### config.mk
export PLATFORM = sky130hd
export DESIGN_NAME = dtf_unit
export DESIGN_NICKNAME = d
export VERILOG_FILES = /design/src/rtl/dtf_pkg.sv /design/src/rtl/dtf_mode_sel.sv /design/src/rtl/dtf_check.sv /design/src/rtl/dtf_fault_regs.sv /design/src/rtl/dtf_counters.sv /design/src/rtl/dtf_unit.sv
export SDC_FILE = /design/constraint.sdc
export NUM_CORES = 1
export LEC_CHECK = 0
export BUFFER_PORTS_ARGS = -buffer_cell sky130_fd_sc_hd__buf_2
export CORE_MARGIN = 2
export CORE_UTILIZATION = 33
export DETAILED_ROUTE_END_ITERATION = 10
export PLACE_DENSITY_LB_ADDON = 0.05
export SETUP_SLACK_MARGIN = 0.3
export SLEW_MARGIN = 20
export SYNTH_ARGS = -nofsm -noshare
export SYNTH_HDL_FRONTEND = slang
export SYNTH_HIERARCHICAL = 1
export SYNTH_SLANG_ARGS = --single-unit
### constraint.sdc
create_clock -name clk -period 3.6 [get_ports clk]
set_input_delay 0.18 -clock clk [delete_from_list [all_inputs] [get_ports clk]]
set_output_delay 0.18 -clock clk [all_outputs]
set_load 0.005 [all_outputs]
### src/rtl/dtf_pkg.sv
package dtf_pkg;
   typedef enum logic [1:0] {
      MODE_KERN = 2'd0,
      MODE_EXEC = 2'd1,
      MODE_SUPV = 2'd2,
      MODE_USER = 2'd3
   } dtf_mode_e;

   typedef enum logic [2:0] {
      FK_NONE      = 3'd0,
      FK_ACCESS    = 3'd1,
      FK_TRANSLATE = 3'd2,
      FK_MISS_PT   = 3'd3,
      FK_MISS_DATA = 3'd4
   } dtf_kind_e;

   localparam int FLG_WR    = 0;
   localparam int FLG_ACV   = 1;
   localparam int FLG_FOR   = 2;
   localparam int FLG_FOW   = 3;
   localparam int FLG_MISS  = 4;
   localparam int FLG_BADVA = 5;
   localparam int FLAG_W    = 6;
   localparam int OPC_W     = 6;
   localparam int REG_W     = 5;
   localparam int STAT_W    = OPC_W + REG_W + FLAG_W;
   localparam int NUM_MODES = 4;
endpackage

### src/rtl/dtf_mode_sel.sv
module dtf_mode_sel
   import dtf_pkg::*;
(
   input  logic [1:0] cur_mode_i,
   input  logic       pal_mode_i,
   input  logic       alt_req_i,
   input  logic [1:0] alt_mode_i,
   output dtf_mode_e  eff_mode_o
);
   always_comb begin
      if (!pal_mode_i)     eff_mode_o = dtf_mode_e'(cur_mode_i);
      else if (alt_req_i)  eff_mode_o = dtf_mode_e'(alt_mode_i);
      else                 eff_mode_o = MODE_KERN;
   end
endmodule

### src/rtl/dtf_check.sv
module dtf_check
   import dtf_pkg::*;
#(
   parameter int VA_W   = 48,
   parameter int VA_SIG = 43,
   parameter int PA_W   = 40,
   parameter int PAGE_W = 13,
   localparam int PFN_W = PA_W - PAGE_W
)(
   input  logic [VA_W-1:0]      va_i,
   input  logic                 store_i,
   input  logic                 pt_i,
   input  dtf_mode_e            mode_i,
   input  logic                 spage_en_i,
   input  logic                 hit_i,
   input  logic [PFN_W-1:0]     pfn_i,
   input  logic [NUM_MODES-1:0] rd_en_i,
   input  logic [NUM_MODES-1:0] wr_en_i,
   input  logic                 for_i,
   input  logic                 fow_i,
   output dtf_kind_e            kind_o,
   output logic [FLAG_W-1:0]    flags_o,
   output logic [PA_W-1:0]      paddr_o
);
   localparam int UPPER_W = VA_W - VA_SIG + 1;

   logic [UPPER_W-1:0] upper;
   logic               va_ok;
   logic               in_spage;
   logic               perm_ok;
   logic               fo_bit;

   assign upper    = va_i[VA_W-1:VA_SIG-1];
   assign va_ok    = (&upper) | ~(|upper);
   assign in_spage = spage_en_i && (va_i[VA_SIG-1:VA_SIG-2] == 2'b10);
   assign perm_ok  = store_i ? wr_en_i[mode_i] : rd_en_i[mode_i];
   assign fo_bit   = store_i ? fow_i : for_i;

   always_comb begin
      kind_o  = FK_NONE;
      flags_o = '0;
      paddr_o = '0;
      flags_o[FLG_WR] = store_i;
      if (!va_ok) begin
         kind_o             = FK_TRANSLATE;
         flags_o[FLG_BADVA] = 1'b1;
         flags_o[FLG_ACV]   = 1'b1;
      end else if (in_spage) begin
         if (mode_i != MODE_KERN) begin
            kind_o           = FK_ACCESS;
            flags_o[FLG_ACV] = 1'b1;
         end else begin
            paddr_o = va_i[PA_W-1:0];
         end
      end else if (!hit_i) begin
         kind_o            = pt_i ? FK_MISS_PT : FK_MISS_DATA;
         flags_o[FLG_MISS] = 1'b1;
      end else if (!perm_ok) begin
         kind_o           = store_i ? FK_TRANSLATE : FK_ACCESS;
         flags_o[FLG_ACV] = 1'b1;
         flags_o[store_i ? FLG_FOW : FLG_FOR] = fo_bit;
      end else if (fo_bit) begin
         kind_o = FK_TRANSLATE;
         flags_o[store_i ? FLG_FOW : FLG_FOR] = 1'b1;
      end else begin
         paddr_o = {pfn_i, va_i[PAGE_W-1:0]};
      end
      if (kind_o != FK_NONE) paddr_o = '0;
      if (kind_o == FK_NONE) flags_o = '0;
   end
endmodule

### src/rtl/dtf_fault_regs.sv
module dtf_fault_regs
   import dtf_pkg::*;
#(
   parameter int VA_W = 48
)(
   input  logic              clk,
   input  logic              rst_n,
   input  logic              fault_i,
   input  logic [VA_W-1:0]   va_i,
   input  logic [STAT_W-1:0] stat_i,
   input  logic [VA_W-1:0]   form_i,
   input  logic              va_rd_i,
   output logic [VA_W-1:0]   va_o,
   output logic [STAT_W-1:0] stat_o,
   output logic [VA_W-1:0]   form_o,
   output logic              lock_o
);
   logic capture;
   assign capture = fault_i && !lock_o;

   always_ff @(posedge clk) begin
      if (!rst_n) begin
         va_o   <= '0;
         stat_o <= '0;
         form_o <= '0;
         lock_o <= 1'b0;
      end else begin
         if (capture) begin
            va_o   <= va_i;
            stat_o <= stat_i;
            form_o <= form_i;
            lock_o <= 1'b1;
         end else if (va_rd_i) begin
            lock_o <= 1'b0;
         end
      end
   end
endmodule

### src/rtl/dtf_counters.sv
module dtf_counters #(
   parameter int CNT_W = 16,
   localparam int NDIR = 2,
   localparam int NEVT = 3
)(
   input  logic                        clk,
   input  logic                        rst_n,
   input  logic                        ev_valid_i,
   input  logic                        ev_store_i,
   input  logic                        ev_hit_i,
   input  logic                        ev_miss_i,
   output logic [NDIR*NEVT-1:0][CNT_W-1:0] cnt_o
);
   logic [NEVT-1:0] evt_sel;
   assign evt_sel = {!ev_hit_i && !ev_miss_i, ev_miss_i, ev_hit_i};

   for (genvar d = 0; d < NDIR; d++) begin : g_dir
      for (genvar e = 0; e < NEVT; e++) begin : g_evt
         logic [CNT_W-1:0] cnt_q;
         always_ff @(posedge clk) begin
            if (!rst_n)
               cnt_q <= '0;
            else if (ev_valid_i && (ev_store_i == d[0]) && evt_sel[e])
               cnt_q <= cnt_q + 1'b1;
         end
         assign cnt_o[d*NEVT+e] = cnt_q;
      end
   end
endmodule

### src/rtl/dtf_unit.sv
module dtf_unit
   import dtf_pkg::*;
#(
   parameter int VA_W   = 48,
   parameter int VA_SIG = 43,
   parameter int PA_W   = 40,
   parameter int PAGE_W = 13,
   parameter int CNT_W  = 16,
   localparam int PFN_W = PA_W - PAGE_W
)(
   input  logic              clk,
   input  logic              rst_n,
   input  logic              req_valid_i,
   input  logic [VA_W-1:0]   req_va_i,
   input  logic              req_store_i,
   input  logic              req_pt_i,
   input  logic [5:0]        req_opcode_i,
   input  logic [4:0]        req_reg_i,
   input  logic [1:0]        cur_mode_i,
   input  logic              pal_mode_i,
   input  logic              alt_req_i,
   input  logic [1:0]        alt_mode_i,
   input  logic              spage_en_i,
   input  logic [VA_W-1:0]   pt_base_i,
   input  logic              tlb_hit_i,
   input  logic [PFN_W-1:0]  tlb_pfn_i,
   input  logic [3:0]        tlb_rd_en_i,
   input  logic [3:0]        tlb_wr_en_i,
   input  logic              tlb_for_i,
   input  logic              tlb_fow_i,
   input  logic              va_rd_i,
   output logic              rsp_valid_o,
   output logic [2:0]        rsp_kind_o,
   output logic [PA_W-1:0]   rsp_paddr_o,
   output logic [VA_W-1:0]   fault_va_o,
   output logic [16:0]       fault_stat_o,
   output logic [VA_W-1:0]   fault_form_o,
   output logic              fault_lock_o,
   output logic [CNT_W-1:0]  cnt_rd_hit_o,
   output logic [CNT_W-1:0]  cnt_rd_miss_o,
   output logic [CNT_W-1:0]  cnt_rd_viol_o,
   output logic [CNT_W-1:0]  cnt_wr_hit_o,
   output logic [CNT_W-1:0]  cnt_wr_miss_o,
   output logic [CNT_W-1:0]  cnt_wr_viol_o
);
   localparam int VPN_W = VA_SIG - PAGE_W;

   if (VA_SIG > VA_W || VA_SIG - 2 < PAGE_W) begin : g_bad_va
      $error("dtf_unit: VA_SIG must lie in [PAGE_W+2, VA_W]");
   end
   if (PA_W > VA_W || PA_W <= PAGE_W) begin : g_bad_pa
      $error("dtf_unit: PA_W must lie in (PAGE_W, VA_W]");
   end
   if (VPN_W + 3 > VA_W) begin : g_bad_vpn
      $error("dtf_unit: shifted page number does not fit the formatted word");
   end

   dtf_mode_e           eff_mode;
   dtf_kind_e           kind;
   logic [FLAG_W-1:0]   flags;
   logic [PA_W-1:0]     paddr;
   logic [STAT_W-1:0]   stat_word;
   logic [VA_W-1:0]     form_word;
   logic                is_fault;
   logic                is_miss;
   logic [5:0][CNT_W-1:0] cnts;

   dtf_mode_sel u_mode (
      .cur_mode_i (cur_mode_i),
      .pal_mode_i (pal_mode_i),
      .alt_req_i  (alt_req_i),
      .alt_mode_i (alt_mode_i),
      .eff_mode_o (eff_mode)
   );

   dtf_check #(
      .VA_W(VA_W), .VA_SIG(VA_SIG), .PA_W(PA_W), .PAGE_W(PAGE_W)
   ) u_check (
      .va_i       (req_va_i),
      .store_i    (req_store_i),
      .pt_i       (req_pt_i),
      .mode_i     (eff_mode),
      .spage_en_i (spage_en_i),
      .hit_i      (tlb_hit_i),
      .pfn_i      (tlb_pfn_i),
      .rd_en_i    (tlb_rd_en_i),
      .wr_en_i    (tlb_wr_en_i),
      .for_i      (tlb_for_i),
      .fow_i      (tlb_fow_i),
      .kind_o     (kind),
      .flags_o    (flags),
      .paddr_o    (paddr)
   );

   assign is_fault  = req_valid_i && (kind != FK_NONE);
   assign is_miss   = (kind == FK_MISS_PT) || (kind == FK_MISS_DATA);
   assign stat_word = {req_opcode_i, req_reg_i, flags};
   assign form_word = pt_base_i | (VA_W'(req_va_i[VA_SIG-1:PAGE_W]) << 3);

   dtf_fault_regs #(.VA_W(VA_W)) u_regs (
      .clk     (clk),
      .rst_n   (rst_n),
      .fault_i (is_fault),
      .va_i    (req_va_i),
      .stat_i  (stat_word),
      .form_i  (form_word),
      .va_rd_i (va_rd_i),
      .va_o    (fault_va_o),
      .stat_o  (fault_stat_o),
      .form_o  (fault_form_o),
      .lock_o  (fault_lock_o)
   );

   dtf_counters #(.CNT_W(CNT_W)) u_cnt (
      .clk        (clk),
      .rst_n      (rst_n),
      .ev_valid_i (req_valid_i),
      .ev_store_i (req_store_i),
      .ev_hit_i   (kind == FK_NONE),
      .ev_miss_i  (is_miss),
      .cnt_o      (cnts)
   );

   assign cnt_rd_hit_o  = cnts[0];
   assign cnt_rd_miss_o = cnts[1];
   assign cnt_rd_viol_o = cnts[2];
   assign cnt_wr_hit_o  = cnts[3];
   assign cnt_wr_miss_o = cnts[4];
   assign cnt_wr_viol_o = cnts[5];

   always_ff @(posedge clk) begin
      if (!rst_n) begin
         rsp_valid_o <= 1'b0;
         rsp_kind_o  <= FK_NONE;
         rsp_paddr_o <= '0;
      end else begin
         rsp_valid_o <= req_valid_i;
         rsp_kind_o  <= req_valid_i ? kind  : FK_NONE;
         rsp_paddr_o <= req_valid_i ? paddr : '0;
      end
   end
endmodule

==> results_dict.tcl, run 1 <==
set metrics [dict create \
    total_power_w 0.00696 \
    syn_to_final_growth_pct 40.6 \
    cts.sinks 254 \
    wl_um 39300 \
    drc 0 \
    ios 412 \
    grt_overflow 0 \
    seqPwrFrac 0.426 \
    synth_warnings 6 \
    drive_gt1_frac 0.319 \
    critPathMaxStageDelay_ps 570 \
    synth_area_sq_um 11700 \
    numCtsBuffers 30 \
    drv_cap 0 \
    clkSlewWorstSetupHoldPaths_ps 60 \
    post-cts-setup-buffers 0 \
    crit_path_frequent_cell "or2_2" \
    worst_pin_slew_ps 711 \
    pwr-share-clk 0.449 \
    vias 11200 \
    synthArstFlopShare 0 \
    wl_per_cell_um 17.1 \
    synth.avg_cell_area_sq_um 8.94 \
    r2r_cells 5 \
    post_layout_nonfiller_instances 2299 \
    hold-worst-slack_ps 20.9 \
    cp.depth 13 \
    grt_usage 0.200 \
    power_density_nw_per_um2 422 \
    internal-power_w 0.00521 \
    slew_viol_final 0 \
    grt_pass1_wl_um 59000 \
    syn_nets 1475 \
    setup_viol 0 \
    die-area_sq_um 37000 \
    cts-root-buf "clkbuf_16" \
    hold_depth 4 \
    finalHoldViolations 0 \
    setup_tns_ps 0 \
    grt_antenna_before_repair 6 \
    timing.final.crit_period_ps 3080 \
    worstPathMaxFanout 8 \
    cp_num_buf_inv 3 \
    drt.antenna.violating_nets 0 \
    drtIter0Drc 517 \
    n_fill_cell 3547 \
    ys_seq_area_frac 0.434 \
    synth-main-ff-cell "dfxtp_1" \
    switching_power_w 0.00174 \
    avgViaCountPerCell 4.88 \
    hp-class "input pin to flop" \
    critPathSlowestCell "or4b_4" \
    dp_cells 2133 \
    cts_tree "built" \
    die_w_um 192 \
    crit_arrival_ps 3480 \
    portBuffers 411 \
    postSynthCellCount 1311 \
    synthTopCellsByArea "dfxtp_1 43%, mux2i_1 11%, nand2_1 9.6%" \
    final_nets 1976 \
    synth_top_area_frac 0.434 \
    startpoint_type "input pin" \
    crit_type "input pin to flop" \
    critPathCaptureType "flop" \
    die_height_um 192 \
    clk_path_buf_depth 3 \
    synth_edf_count 0 \
    p_sw_frac 0.250 \
    pwr-share-comb 0.124 \
    crit_chain "dlygate4sd3_1 -> buf_2 -> or2_2 -> o221ai_1 -> a211oi_4 -> or2_2 -> nand2_1 -> o22ai_2 -> buf_4 -> or4b_4 -> nor4_4 -> a31o_2 -> a21oi_1" \
    start_util 0.332 \
    drtPass1Iterations 5 \
    insertion_delay_ps 550 \
    period_share 0.857 \
    clock_skew_ps 21.7 \
    slew_headroom 0.526 \
    p_leak_nw 7.36 \
    status "finished, final reports clean" \
    synth_top_area_cell "dfxtp_1" \
    required_ps 3990 \
    fmax_ghz 0.324 \
    peakVddDrop_mv 0.333 \
    coreArea_sq_um 35300 \
    gp_congestion 0.781 \
    rows 69 \
    ys_seq_elements 254 \
    grt_pass1_vias 10700 \
    grt_max_degree 143 \
    synth_cell_types 66 \
    dp.final_hpwl_um 27300 \
    rsz0062_at_grt "false" \
    critPathTopFamily "simple AND/OR/NAND/NOR gates" \
    cts-htree-levels 1 \
]
[metal layers]
layer	GRT usage	vias up	wire (um)
met4	0.0502	6	863
met2	0.356	293	19000
met5	0	-	41
li1	-	5567	-
met3	0.0515	57	2830
met1	0.240	5294	16600
[power by group through the flow]
stage / sequential, W / combinational (W) / clock, W
CTS: 0.00296 / 0.000873 / 0.00322
global placement: 0.00302 / 0.000769 / 0
detailed placement: 0.00303 / 0.000777 / 0
finish: 0.00296 / 0.000866 / 0.00313
floorplan: 0.00303 / 0.000419 / 0
global route: 0.00298 / 0.000945 / 0.00335
[flip-flops by register name (all words and copies together), names as in the netlist]
| name | cells |
|---|---|
| u_regs/lock_o | 1 |
| u_cnt/g_dir.g_evt.cnt_q | 96 |
| u_regs/stat_o | 17 |
| u_regs/form_o | 48 |
| u_regs/va_o | 48 |
| rsp_kind_o | 3 |
| rsp_paddr_o | 40 |
| rsp_valid_o | 1 |
[synthesized netlist by cell type, types with 2 or more instances]
library cell / n
nor4_1: 16
or2_1: 2
nand2b_1: 8
a2111oi_0: 7
a21oi_1: 32
ha_1: 6
and3b_1: 2
a2111oi_2: 20
nor3_1: 15
and3_1: 51
nor2_1: 62
a31o_2: 2
or3_1: 21
buf_4: 5
nor4b_1: 5
mux2i_1: 130
nand3b_1: 3
clkbuf_1: 34
xor2_1: 27
xnor2_1: 28
a31oi_2: 2
or2_2: 33
nand3_1: 34
and2_1: 2
nand4b_1: 2
clkbuf_2: 4
nor4b_2: 10
buf_2: 34
mux4_2: 2
nand4_1: 54
buf_6: 12
o21ai_0: 25
and4_1: 7
o31a_1: 2
o31ai_1: 3
nor2b_1: 6
inv_1: 16
or4_1: 6
nand2_1: 301
dfxtp_1: 254
[area by class of cell]
type | count | area [sq um] | area share
flip-flops and latches | 254 | 5080 | 0.309
repair buffers | 559 | 3560 | 0.216
diodes | 3 | 7.51 | 0.000456
clock inverters | 7 | 91.3 | 0.00554
clock buffers | 48 | 930 | 0.0564
multi-input cells | 950 | 6170 | 0.374
well taps | 461 | 577 | 0.0350
inverters | 17 | 63.8 | 0.00387
[cell families after synthesis]
logic type / Yosys count / synth area share
AOI/OAI and AO/OA: 106 / 0.0730
xor gates and xnor gates: 55 / 0.0411
adders and majority gates: 6 / 0.00640
buffers and inverters: 107 / 0.0476
DFF: 254 / 0.434
muxes: 133 / 0.116
and+or+nand+nor: 650 / 0.282
[stage by stage]
| step | worst slack, ps | util | instance area (sq um) |
|---|---|---|---|
| detailed placement | 80.6 | 0.407 | 14400 |
| global route | 317 | 0.467 | 16500 |
| finish | 516 | 0.467 | 16500 |
| floorplan | 323 | - | 11700 |
| global placement | 136 | 0.407 | 14400 |
| CTS | 419 | 0.466 | 16500 |
[worst register-to-register path, delay by kind of cell, from the launching register on]
kind                     cells  cell delay [ps]
AO/OA/AOI/OAI                1              140
flip-flops                   1              460
AND/OR/NAND/NOR              3             1090
adder cells (fa/ha/maj)      1              220
[cells in the final DEF, fill, tap and decap left out, drive strengths merged, types with 8 or more instances in the layout]
cell type,synthesis,final
nor4b,16,16
mux2i,130,130
xor2,27,27
nor4,18,18
buf,52,450
nand4,54,54
xnor2,28,28
dfxtp,254,254
nor3,15,15
a21oi,32,32
nand3,34,34
and3,51,51
clkbuf,38,49
dlygate4sd3,0,108
or2,35,35
nand2b,8,8
inv,16,18
or3,21,21
nor2,62,62
o21ai,25,25
a2111oi,27,27
nand2,301,301
[final timing paths]
kind                                                 startpoint  slack [ps]                                             end
hold / removal                                    pt_base_i[15]          20                  u_regs/form_o[15]$_SDFFE_PN0P_
setup reg to reg  u_cnt/g_dir[1].g_evt[1].cnt_q[0]$_SDFFE_PN0P_        1610  u_cnt/g_dir[1].g_evt[1].cnt_q[12]$_SDFFE_PN0P_
hold reg to reg                  u_regs/form_o[37]$_SDFFE_PN0P_         450                  u_regs/form_o[37]$_SDFFE_PN0P_
setup / recovery                                      tlb_fow_i         520  u_cnt/g_dir[0].g_evt[2].cnt_q[14]$_SDFFE_PN0P_
[repair_timing]
action / CTS / global route
hold buffers: 108 / 0
endpoints found under the setup margin: 0 / 41
resized for setup: 0 / 1
hold endpoints to repair: 108 / 0
No activity file was read; power rests on OpenSTA's default activity.
==> run 2, diff against run 1 <==
--- a/config.mk
+++ b/config.mk
@@ -6,6 +6,7 @@
 export NUM_CORES = 1
 export LEC_CHECK = 0
 export BUFFER_PORTS_ARGS = -buffer_cell sky130_fd_sc_hd__buf_2
+export CORE_ASPECT_RATIO = 2
 export CORE_MARGIN = 2
 export CORE_UTILIZATION = 33
 export DETAILED_ROUTE_END_ITERATION = 10
==> constraint.sdc (replaced) <==
create_clock -name clk -period 2.6 [get_ports clk]
set_input_delay 0.13 -clock clk [delete_from_list [all_inputs] [get_ports clk]]
set_output_delay 0.13 -clock clk [all_outputs]
set_load 0.005 [all_outputs]
==> run 2 against run 1 <==
Setup slack worse by 480 ps. Combinational power is 72% higher. Utilization is 5.1 points higher. Critical path depth stayed put. Critical endpoint is now u_cnt/g_dir[1].g_evt[1].cnt_q[12]$_SDFFE_PN0P_.
==> results_dict.tcl, run 2 (same netlist as run 1, synthesis figures left out) <==
set metrics [dict create \
    grt_pass1_wl_um 65400 \
    grt_antenna_before_repair 6 \
    hold_depth 4 \
    syn_to_final_growth_pct 54.8 \
    startpoint_type "input pin" \
    grt_pass1_vias 11700 \
    power_density_nw_per_um2 514 \
    clkSlewWorstSetupHoldPaths_ps 60 \
    die_w_um 137 \
    crit_chain "buf_8 -> nand3_4 -> o21ai_4 -> or3b_1 -> o221a_4 -> a211oi_4 -> or2_4 -> nand2_4 -> o22ai_4 -> nand4_1 -> or4_4 -> or3_4 -> a21oi_2" \
    setup_ws_ps 35.0 \
    drtIter0Drc 474 \
    start_util 0.334 \
    drive_gt1_frac 0.392 \
    largest_reg_flops 96 \
    setup_viol 0 \
    top_register "u_cnt/g_dir.g_evt.cnt_q" \
    peakVddDrop_mv 0.479 \
    post-place-ws_ps -690 \
    r2r-end "u_cnt/g_dir[0].g_evt[0].cnt_q[13]$_SDFFE_PN0P_" \
    total_power_w 0.00932 \
    use_met2 0.435 \
    rsz0062_at_grt "true" \
    wl_per_cell_um 18.1 \
    n_fill_cell 3367 \
    wl_um 42800 \
    die_height_um 271 \
    grt_usage 0.223 \
    cts-htree-levels 1 \
    drc 0 \
    insertion_delay_ps 540 \
    r2r_cells 4 \
    critPathSlowestCell "or4_4" \
    slew_viol_final 0 \
    drt.antenna.violating_nets 0 \
    top_regs "u_cnt/g_dir.g_evt.cnt_q x96, u_regs/form_o x48, u_regs/va_o x48" \
    clock_skew_ps 8.15 \
    cts-root-buf "clkbuf_16" \
    gp_congestion 0.815 \
    critPathCaptureType "flop" \
    status "finished, final reports clean" \
    final_cell_mix "406 x buf_2, 295 x nand2_1, 254 x dfxtp_1, 125 x mux2i_1, 110 x dlygate4sd3_1" \
    cts_tree "built" \
    fmax_ghz 0.390 \
    top_usage_layer "met2" \
    portBuffers 411 \
    vias 11700 \
    die-area_sq_um 37100 \
    worst_pin_slew_ps 1020 \
    avgViaCountPerCell 4.94 \
    worstHoldStart "tlb_pfn_i[6]" \
    clk_path_buf_depth 3 \
    grt_overflow 0 \
    critPathTopFamily "simple AND/OR/NAND/NOR gates" \
    gr-usage-met3 0.0377 \
    worstPathMaxFanout 6 \
    p_leak_nw 8.30 \
    crit_type "input pin to flop" \
    min_to "rsp_paddr_o[19]$_SDFF_PN0_" \
    hp-class "input pin to flop" \
    gr-usage-met1 0.233 \
    drv_cap 0 \
    period_share 0.987 \
    ios 412 \
    numCtsBuffers 25 \
    timing.rr.start "u_cnt/g_dir[0].g_evt[0].cnt_q[2]$_SDFFE_PN0P_" \
    final_common_cell "buf_2" \
    final_nets 2070 \
    critPathMaxStageDelay_ps 620 \
    timing.final.crit_period_ps 2570 \
    slew_headroom 0.323 \
    crit_arrival_ps 3040 \
    finalHoldViolations 0 \
    reg2reg_slack_ps 380 \
    dp.final_hpwl_um 29800 \
    required_ps 3080 \
    cp_num_buf_inv 1 \
    grt_max_degree 121 \
    rows 97 \
    drtPass1Iterations 5 \
    coreArea_sq_um 35100 \
    cts.sinks 254 \
]
## run 2: cell types whose count changed in the layout (fill, tap and decap cells not counted), sizes merged
cell / change
buf: +96
bufinv: -1
clkbuf: -12
clkinv: +3
clkinvlp: -1
diode: +1
dlygate4sd3: +2
nand3: +1
## run 2: cell type report
| cell class | count | area, sq um | area share |
|---|---|---|---|
| multi-input cells | 951 | 6780 | 0.373 |
| clock buffers | 36 | 757 | 0.0417 |
| well taps | 445 | 557 | 0.0307 |
| diodes | 4 | 10.0 | 0.000552 |
| inverters | 17 | 63.8 | 0.00352 |
| clock inverters | 8 | 68.8 | 0.00379 |
| flip-flops and latches | 254 | 5080 | 0.280 |
| repair buffers | 657 | 4830 | 0.266 |
## run 2: timing repair
item                       in CTS  in global routing
gates cloned                   10                  0
gates resized for setup        90                 64
pin swaps                      49                 31
hold endpoints to repair      111                  0
setup endpoints to repair     171                192
buffers inserted               36                 10
hold buffers                  110                  0
## run 2: metrics by stage
stage	cell area, sq um	hold WS [ps]	std cells	util	TNS, ps
floorplan	12000	272	1311	-	-14610
global placement	14800	377	2158	0.423	-77500
detailed placement	14800	390	2158	0.423	-90870
CTS	17700	3.47	2358	0.506	0
global route	18100	37.9	2372	0.517	-365
finish	18100	31.4	2372	0.517	0
## run 2: tightest hold or removal path, cell delays in order
cell and delay (ps):
buf_2 90, nand4_1 70, a2111oi_2 60, and3_1 170
## run 2: worst max path at each step
| stage | start | endpoint | slack (ps) | cells after the start |
|---|---|---|---|---|
| 6_report | alt_req_i | u_cnt/g_dir[1].g_evt[1].cnt_q[12]$_SDFFE_PN0P_ | 30 | 13 |
| 5_1_grt | alt_req_i | u_cnt/g_dir[1].g_evt[1].cnt_q[10]$_SDFFE_PN0P_ | -80 | 13 |
| 3_3_place_gp | pal_mode_i | u_cnt/g_dir[0].g_evt[2].cnt_q[14]$_SDFFE_PN0P_ | -610 | 14 |
| 3_5_place_dp | pal_mode_i | u_cnt/g_dir[0].g_evt[2].cnt_q[14]$_SDFFE_PN0P_ | -690 | 14 |
| 2_1_floorplan | pal_mode_i | u_cnt/g_dir[1].g_evt[1].cnt_q[11]$_SDFFE_PN0P_ | -470 | 14 |
| 4_1_cts | alt_req_i | u_cnt/g_dir[0].g_evt[2].cnt_q[14]$_SDFFE_PN0P_ | 30 | 14 |
## run 2: report_power, final
part	leakage, nW	internal (W)	switching [W]	total [W]
Combinational	5.82	0.000770	0.000724	0.00149
Sequential	2.07	0.00403	0.0000708	0.00410
Clock	0.417	0.00211	0.00161	0.00373
## run 2: per-layer routing
| layer | part of all wire | wire length, um |
|---|---|---|
| met5 | 0.00063 | 27 |
| met4 | 0.025 | 1090 |
| met3 | 0.055 | 2340 |
| met2 | 0.55 | 23700 |
| met1 | 0.37 | 15700 |
